**src/rtl/chkAckPkg.sv**
```systemverilog
package chkAckPkg;

  typedef enum logic [2:0] {
    ST_IDLE    = 3'd0,
    ST_ACCESS  = 3'd1,
    ST_CHECK   = 3'd2,
    ST_RESPOND = 3'd3,
    ST_RELEASE = 3'd4
  } ackState_e;

  // control -> datapath strobes
  typedef struct packed {
    logic memRd;     // pulse the read enable
    logic memWr;     // pulse the selected lane write enables
    logic setOk;     // acknowledge only
    logic setRetry;  // bus-error plus halt
    logic setAbort;  // bus-error plus acknowledge
    logic clrResp;   // drop all held responses
  } ackStb_t;

  localparam int LANES = 2;

endpackage

```
**src/rtl/chkAckCtl.sv**
```systemverilog
module chkAckCtl
  import chkAckPkg::*;
(
  input  logic    clk,
  input  logic    rstN,
  input  logic    asAct,
  input  logic    csAct,
  input  logic    strbAny,
  input  logic    isRead,
  input  logic    chkDone,
  input  logic    chkErr,
  input  logic    abortMode,
  input  logic    retryHit,
  output ackStb_t stb
);

  ackState_e state, stateNxt;

  always_ff @(posedge clk) begin
    if (!rstN) state <= ST_IDLE;
    else       state <= stateNxt;
  end

  always_comb begin
    stateNxt = state;
    stb      = '0;
    unique case (state)
      ST_IDLE: begin
        if (asAct && csAct && strbAny) stateNxt = ST_ACCESS;
      end
      ST_ACCESS: begin
        stb.memRd = isRead;
        stb.memWr = !isRead;
        if (!asAct) begin
          stateNxt = ST_RELEASE;
        end else if (isRead) begin
          stateNxt = ST_CHECK;
        end else begin
          stb.setOk = 1'b1;            // write latched this cycle
          stateNxt  = ST_RESPOND;
        end
      end
      ST_CHECK: begin
        if (!asAct) begin
          stateNxt = ST_RELEASE;
        end else if (chkDone) begin
          stateNxt = ST_RESPOND;
          if (!chkErr)                     stb.setOk    = 1'b1;
          else if (abortMode || retryHit)  stb.setAbort = 1'b1;
          else                             stb.setRetry = 1'b1;
        end
      end
      ST_RESPOND: begin
        if (!asAct) begin
          stb.clrResp = 1'b1;
          stateNxt    = ST_RELEASE;
        end
      end
      ST_RELEASE: begin
        stb.clrResp = 1'b1;
        stateNxt    = ST_IDLE;
      end
      default: begin
        stb.clrResp = 1'b1;
        stateNxt    = ST_IDLE;
      end
    endcase
  end

  AST_ACK_AFTER_CHECK: assert property (@(posedge clk) disable iff (!rstN)
    (state == ST_RESPOND && $past(state) == ST_CHECK) |-> $past(chkDone));

  AST_ONE_ENABLE_KIND: assert property (@(posedge clk) disable iff (!rstN)
    $onehot0({stb.memRd, stb.memWr}));

endmodule

```
**src/rtl/chkAckDp.sv**
```systemverilog
module chkAckDp
  import chkAckPkg::*;
#(
  parameter int RETRY_LIMIT = 2
) (
  input  logic             clk,
  input  logic             rstN,
  input  ackStb_t          stb,
  input  logic             gateOn,
  input  logic [LANES-1:0] laneSel,
  output logic             retryHit,
  output logic             dtackN,
  output logic             berrN,
  output logic             haltN,
  output logic             memRdEn,
  output logic [LANES-1:0] memWrEn
);

  localparam int CNT_W = $clog2(RETRY_LIMIT + 2);

  logic             ackQ, berrQ, haltQ;
  logic [CNT_W-1:0] retryCnt;

  always_ff @(posedge clk) begin
    if (!rstN) begin
      ackQ  <= 1'b0;
      berrQ <= 1'b0;
      haltQ <= 1'b0;
    end else if (stb.clrResp) begin
      ackQ  <= 1'b0;
      berrQ <= 1'b0;
      haltQ <= 1'b0;
    end else if (stb.setOk) begin
      ackQ  <= 1'b1;
    end else if (stb.setAbort) begin
      ackQ  <= 1'b1;
      berrQ <= 1'b1;
    end else if (stb.setRetry) begin
      berrQ <= 1'b1;
      haltQ <= 1'b1;
    end
  end

  always_ff @(posedge clk) begin
    if (!rstN)                          retryCnt <= '0;
    else if (stb.setOk || stb.setAbort) retryCnt <= '0;
    else if (stb.setRetry)              retryCnt <= retryCnt + 1'b1;
  end

  assign retryHit = (retryCnt >= CNT_W'(RETRY_LIMIT));

  assign dtackN  = ~(ackQ  & gateOn);
  assign berrN   = ~(berrQ & gateOn);
  assign haltN   = ~(haltQ & gateOn);
  assign memRdEn = stb.memRd;

  for (genvar g = 0; g < LANES; g++) begin : gLane
    assign memWrEn[g] = stb.memWr & laneSel[g];
  end

  AST_HALT_ONLY_RETRY: assert property (@(posedge clk) disable iff (!rstN)
    haltQ |-> (berrQ && !ackQ));

  AST_ABORT_HAS_ACK: assert property (@(posedge clk) disable iff (!rstN)
    (berrQ && !haltQ) |-> ackQ);

  AST_RETRY_BOUND: assert property (@(posedge clk) disable iff (!rstN)
    retryCnt <= CNT_W'(RETRY_LIMIT));

endmodule

```
**src/rtl/chkAckCtrl.sv**
```systemverilog
module chkAckCtrl
  import chkAckPkg::*;
#(
  parameter int RETRY_LIMIT = 2
) (
  input  logic       clk,
  input  logic       rstN,
  input  logic       asN,
  input  logic       udsN,
  input  logic       ldsN,
  input  logic       rdWr,
  input  logic       csN,
  input  logic       chkDone,
  input  logic       chkErr,
  input  logic       abortMode,
  output logic       dtackN,
  output logic       berrN,
  output logic       haltN,
  output logic       memRdEn,
  output logic [1:0] memWrEn
);

  ackStb_t          stb;
  logic             retryHit;
  logic [LANES-1:0] laneSel;

  assign laneSel = {~udsN, ~ldsN};

  chkAckCtl uCtl (
    .clk       (clk),
    .rstN      (rstN),
    .asAct     (~asN),
    .csAct     (~csN),
    .strbAny   (|laneSel),
    .isRead    (rdWr),
    .chkDone   (chkDone),
    .chkErr    (chkErr),
    .abortMode (abortMode),
    .retryHit  (retryHit),
    .stb       (stb)
  );

  chkAckDp #(.RETRY_LIMIT(RETRY_LIMIT)) uDp (
    .clk      (clk),
    .rstN     (rstN),
    .stb      (stb),
    .gateOn   (~asN & ~csN),
    .laneSel  (laneSel),
    .retryHit (retryHit),
    .dtackN   (dtackN),
    .berrN    (berrN),
    .haltN    (haltN),
    .memRdEn  (memRdEn),
    .memWrEn  (memWrEn)
  );

  AST_STROBE_RELEASE: assert property (@(posedge clk) disable iff (!rstN)
    (asN || csN) |-> (dtackN && berrN && haltN));

endmodule

```
**config.mk**
```make
export PLATFORM = sky130hd
export DESIGN_NAME = chkAckCtrl
export DESIGN_NICKNAME = d
export VERILOG_FILES = /design/src/rtl/chkAckPkg.sv /design/src/rtl/chkAckCtl.sv /design/src/rtl/chkAckDp.sv /design/src/rtl/chkAckCtrl.sv
export SDC_FILE = /design/constraint.sdc
export NUM_CORES = 1
export LEC_CHECK = 0
export ABC_AREA = 1
export BUFFER_PORTS_ARGS = -buffer_cell sky130_fd_sc_hd__buf_2
export CAP_MARGIN = 25
export CORE_AREA = 2 2 39 41
export CTS_CLUSTER_DIAMETER = 60
export DETAILED_ROUTE_END_ITERATION = 6
export DIE_AREA = 0 0 41 43
export PLACE_DENSITY = 0.77
export SYNTH_ARGS = -nofsm -noshare
export SYNTH_HDL_FRONTEND = slang
export SYNTH_SLANG_ARGS = --single-unit
```
**constraint.sdc**
```tcl
create_clock -name clk -period 1.4 [get_ports clk]
set_input_delay 0.28 -clock clk [delete_from_list [all_inputs] [get_ports clk]]
set_output_delay 0.28 -clock clk [all_outputs]
set_load 0.01 [all_outputs]
```
# --- After elaboration in Yosys (flattened, before gate mapping) ---
# Index checks and enable logic that the tools add are counted.
totals:
  inputBits: 10
  word_cells: 68
  register_bits: 8
classes:
  bitwise_logic: 16
  order_cmp: 1
  reduce_logical: 15
  eq_ne: 6
  n_mux: 24
  n_addsub: 1
op_table:
  columns: ["operator", "n"]
  rows:
  - ["$mux W3", 7]
  - ["$pmux W3 S4", 1]
  - ["$mux W1", 11]
  - ["$not A1 Y1", 10]
  - ["$and A1 B1 Y1", 6]
  - ["$eq A3 B2 Y1 const B", 2]
  - ["$mux W2", 3]
  - ["$reduce_and A3 Y1", 2]
  - ["$reduce_or A2 Y1", 3]
  - ["$pmux W1 S2", 2]
  - ["$reduce_bool A2 Y1", 2]
  - ["$eq A3 B1 Y1 const B", 1]
  - ["$logic_not A3 Y1", 1]
  - ["$ne A3 B3 Y1 const B", 1]
  - ["$reduce_or A3 Y1", 1]
  - ["$add A2 B1 Y2 const B", 1]
  - ["$ge A2 B2 Y1 const B", 1]
  - ["$logic_and A1 B1 Y1", 2]
  - ["$logic_or A1 B1 Y1", 2]
  - ["$ne A2 B1 Y1 const B", 1]
  - ["$ne A2 B2 Y1 const B", 1]
  - ["$reduce_and A2 Y1", 1]
  - ["$logic_not A1 Y1", 1]

# --- Longest topological paths before layout ---
depth:
  word_depth: 9
  mapped_depth: 8

# --- Hierarchy ---
# Synthesis repeated with hierarchy kept, for this count alone.
hier_totals:
  cells_unflattened: 90
  hier_area_um2: 566.8
modules_own_cells:
  columns: ["module", "instances", "cells_each", "area_each_um2"]
  rows:
  - ["chkAckCtl", 1, 47, 280.3]
  - ["chkAckDp", 1, 37, 264.0]
  - ["chkAckCtrl", 1, 6, 22.5]

# --- Worst setup path after synthesis ---
# OpenSTA, ideal clock, no wires.
synth_path:
  path_type: "register to register"
  start: "register uDp.retryCnt[0]"
  end: "register uDp.ackQ"
  setup_time_ns: 0.112
  setup_slack_ns: 0.203
  t_arrival_ns: 1.085
  n_path_buf: 0
  stages_incl_launch_ff: 9
  t_required_ns: 1.288
  cell_sequence: "dfxtp_1 -> inv_1 -> ha_1 -> nor3_4 -> inv_1 -> nand2_2 -> nand2_1 -> o21bai_2 -> inv_1"
synth_between:
  elab_chain_len: 8
synth_rtl:
  columns: ["element", "line_no", "text"]
  rows:
  - ["from (decl)", "chkAckDp.sv:22", "logic [CNT_W-1:0] retryCnt;"]
  - ["from (signal assigned)", "chkAckDp.sv:47", "else if (stb.setRetry) retryCnt <= retryCnt + 1'b1;"]
  - ["$ge A2 B2 Y1", "chkAckDp.sv:50", "assign retryHit = (retryCnt >= CNT_W'(RETRY_LIMIT));"]
  - ["$logic_or A1 B1 Y1", "chkAckCtl.sv:49", "else if (abortMode || retryHit) stb.setAbort = 1'b1;"]
  - ["$mux W1", "chkAckCtl.sv:49", null]
  - ["$mux W2", "chkAckCtl.sv:48", "if (!chkErr) stb.setOk = 1'b1;"]
  - ["$mux W3", "chkAckCtl.sv:46", "end else if (chkDone) begin"]
  - ["$mux W3", "chkAckCtl.sv:44", "if (!asAct) begin"]
  - ["$mux W2", "chkAckCtl.sv:27", "unique case (state)"]
  - ["$reduce_bool A2 Y1 (no line)", null, null]
  - ["to (signal assigned)", "chkAckDp.sv:26", "ackQ <= 1'b0;"]
  - ["to (signal assigned)", "chkAckDp.sv:30", "ackQ <= 1'b0;"]
  - ["to (signal assigned)", "chkAckDp.sv:34", "ackQ <= 1'b1;"]
  - ["to (decl)", "chkAckDp.sv:21", "logic ackQ, berrQ, haltQ;"]
# No other way between the ends.
# A chain may end at the register's enable or synchronous reset.

# --- Final worst setup path ---
layout_path:
  start: "register uCtl.state[0]"
  end: "output memRdEn"
layout_between:
  elab_chain_len: 2
layout_rtl:
  columns: ["element", "line_no", "text"]
  rows:
  - ["from (decl)", "chkAckCtl.sv:17", "ackState_e state, stateNxt;"]
  - ["from (signal assigned)", "chkAckCtl.sv:21", "else state <= stateNxt;"]
  - ["$eq A3 B1 Y1", "chkAckCtl.sv:27", null]
  - ["$mux W2", "chkAckCtl.sv:27", null]
  - ["to (decl)", "chkAckCtrl.sv:19", "output logic memRdEn,"]
# No other way between the ends.

==> impl_metrics.toml <==
[die]
initial_core_util_pct = 40.3
rows = 14
fp.coreArea_um2 = 1380
dieArea_um2 = 1760
die_w_um = 41
die_h_um = 43
pin_count = 16

[worst_setup_path]
endpoint = "memRdEn"
critPathLaunchType = "flop"
cp.arrival_ns = 1.07
reg2reg_setup_slack_ns = 0.10
worstSetupStartpoint = "uCtl.state[0]"
r2r_cells = 7
r2r_end = "uDp.retryCnt[0]"
worstPathMaxFanout = 4
path_class = "flop to output port"
worstPathRequired_ns = 1.12
timing.rr.start = "uCtl.state[0]"
crit_path_end_kind = "output port"

[sta]
fin_setup_tns_ns = 0
finalClockSkew_ns = 0.00210
hold_slack_ns = 0.317
timing.final.crit_share_pct = 96.4
finalMaxSlewViolations = 0
finalSetupViolCount = 0
worst_slew_pin_slew_ns = 0.318
fin_ws_ns = 0.0509
max_freq_mhz = 741
rsz0062_at_grt = "true"
period_minus_slack_ns = 1.35
finalHoldViolCount = 0
slew_headroom_pct = 78.7

[route]
drc = 0
routedWlPerCell_um = 10.6
wl_um = 1230
wl_met2_um = 670
wl_met1_um = 477
ant_nets = 0
wl_met3_um = 72
first_iter_violations = 4
num_vias = 556
vias_per_cell = 4.79
top_layer = "met4"
firstDrtPassIters = 3

[clock_network]
clock_sinks = 8
cts_tree = "built"
htree_levels = 1
cts_buffers = 3
insertion_delay_ns = 0.25
clock_path_buffers = 2
cts.clk_slew.worst_paths_ns = 0.05
clockRootBuffer = "clkbuf_4"

[grt]
grt_pass1_vias = 539
grt_usage_pct = 16.9
grt_start_max_net_pins = 8
grt_remaining_overflow = 0
antenna_found_initial = 0
grt_pass1_wl_um = 2000

[finish]
area_delta_synth_final_pct = 28.5
mostFrequentLayoutCells = "nand2_1 (17), buf_2 (15), nor2_1 (10)"
fill_cells = 148
fin_nets = 113
drive_gt1_share_pct = 46.0
fin_area_um2 = 717
seq_area_um2 = 169
mostFrequentLayoutCell = "nand2_1"
fin_util_pct = 51.8
multi_input_comb_area_um2 = 365
antennaDiodeCount = 0

[logic_synthesis]
seq_area_frac_synth_pct = 28.7
yosysTopAreaCellShare_pct = 28.7
synth_area_leaders = "dfxtp_1 (29%), nand2_1 (11%), nor2_1 (7.4%)"
synth-seq-cells = 8
synth_area_per_cell_um2 = 6.98
syn_nets = 91
syn_area_um2 = 558
synth_warnings = 0
synth_top_cell_by_area = "dfxtp_1"
ys_types = 22
syn_inst = 80

[placement]
dp_slack_ns = 0.115
place_area_um2 = 653
place.gp.congestion = 0.781
dp.final_hpwl_um = 986
port_buffers = 15

[status]
status = "completed"

[worst_hold_path]
min_path_type = "input port to flop"

[pwr]
vdd_ir_drop_max_v = 0.000453
p_per_area_nw_per_um2 = 754
leakage_nw = 0.319

[run]
drv_cap = 0
sequential cells by signal, indices dropped and copies added, names as in the netlist:
name,cells
uDp.ackQ,1
uCtl.state,3
uDp.haltQ,1
uDp.retryCnt,2
uDp.berrQ,1
cell families after synthesis:
kind of cell | share of synthesized area (%)
DFF | 28.7
adders and majority gates | 2.24
AOI/OAI and AO/OA | 13.0
and+or+nand+nor | 48.0
buffers and inverters | 8.07
timing repair:
item / 4_1_cts / 5_1_grt
endpoints found under the setup margin: 3 / 3
gates cloned: 0 / 0
pin swaps: 0 / 2
gates resized for setup: 4 / 7
setup buffers: 0 / 2
hold buffers: 0 / 0
layout make-up:
class / instances / share of cell area (%)
Sequential cell: 8 / 23.6
Clock buffer: 3 / 3.14
Tap cell: 16 / 2.79
Timing Repair Buffer: 17 / 12.6
Inverter: 12 / 6.98
Multi-Input combinational cell: 60 / 51.0
worst min path at each step:
stage / start / end / depth (start not counted)
2_1_floorplan: uDp.haltQ / uDp.haltQ / 2
3_3_place_gp: uDp.haltQ / uDp.haltQ / 2
3_5_place_dp: uDp.haltQ / uDp.haltQ / 2
4_1_cts: rstN / uCtl.state[1] / 3
5_1_grt: rstN / uCtl.state[1] / 3
6_report: rstN / uCtl.state[1] / 3
critical path, cell delays in order, from the launching register on:
cell     delay (ns)
dfxtp_4        0.36
buf_4          0.11
nand3_2        0.10
nor2_1         0.11
buf_2          0.13
cell usage after synthesis:
| library cell | instances |
|---|---|
| nand2_1 | 17 |
| nor2_1 | 11 |
| inv_1 | 9 |
| dfxtp_1 | 8 |
| nand3_1 | 4 |
| nand3_2 | 4 |
| a21oi_2 | 3 |
| inv_2 | 3 |
| nand2_2 | 3 |
| nor2_2 | 3 |
| a21oi_1 | 2 |
| nand3b_1 | 2 |
| nor2_4 | 2 |
| a21boi_1 | 1 |
| ha_1 | 1 |
| nand4_1 | 1 |
| nor3_1 | 1 |
| nor3_4 | 1 |
| o211ai_1 | 1 |
| o21ai_0 | 1 |
| o21ai_1 | 1 |
| o21bai_2 | 1 |
power by group:
part	internal, mW	switching [mW]	leakage (nW)
clock	0.0979	0.0759	0.0138
sequential	0.234	0.00898	0.0667
combinational	0.0526	0.0716	0.238
metal layers:
metal	track usage (%)	vias up
met4	8.00	0
li1	-	297
met1	18.0	244
met2	27.5	13
met5	0	-
met3	6.28	2
per-stage QoR:
stage / instances / power, mW
after detailed placement: 111 / 0.354
after CTS: 114 / 0.536
after global routing: 116 / 0.578
final: 116 / 0.541
after floorplan: 80 / 0.319
after global placement: 111 / 0.352
Power figures use the tool's default switching activity.
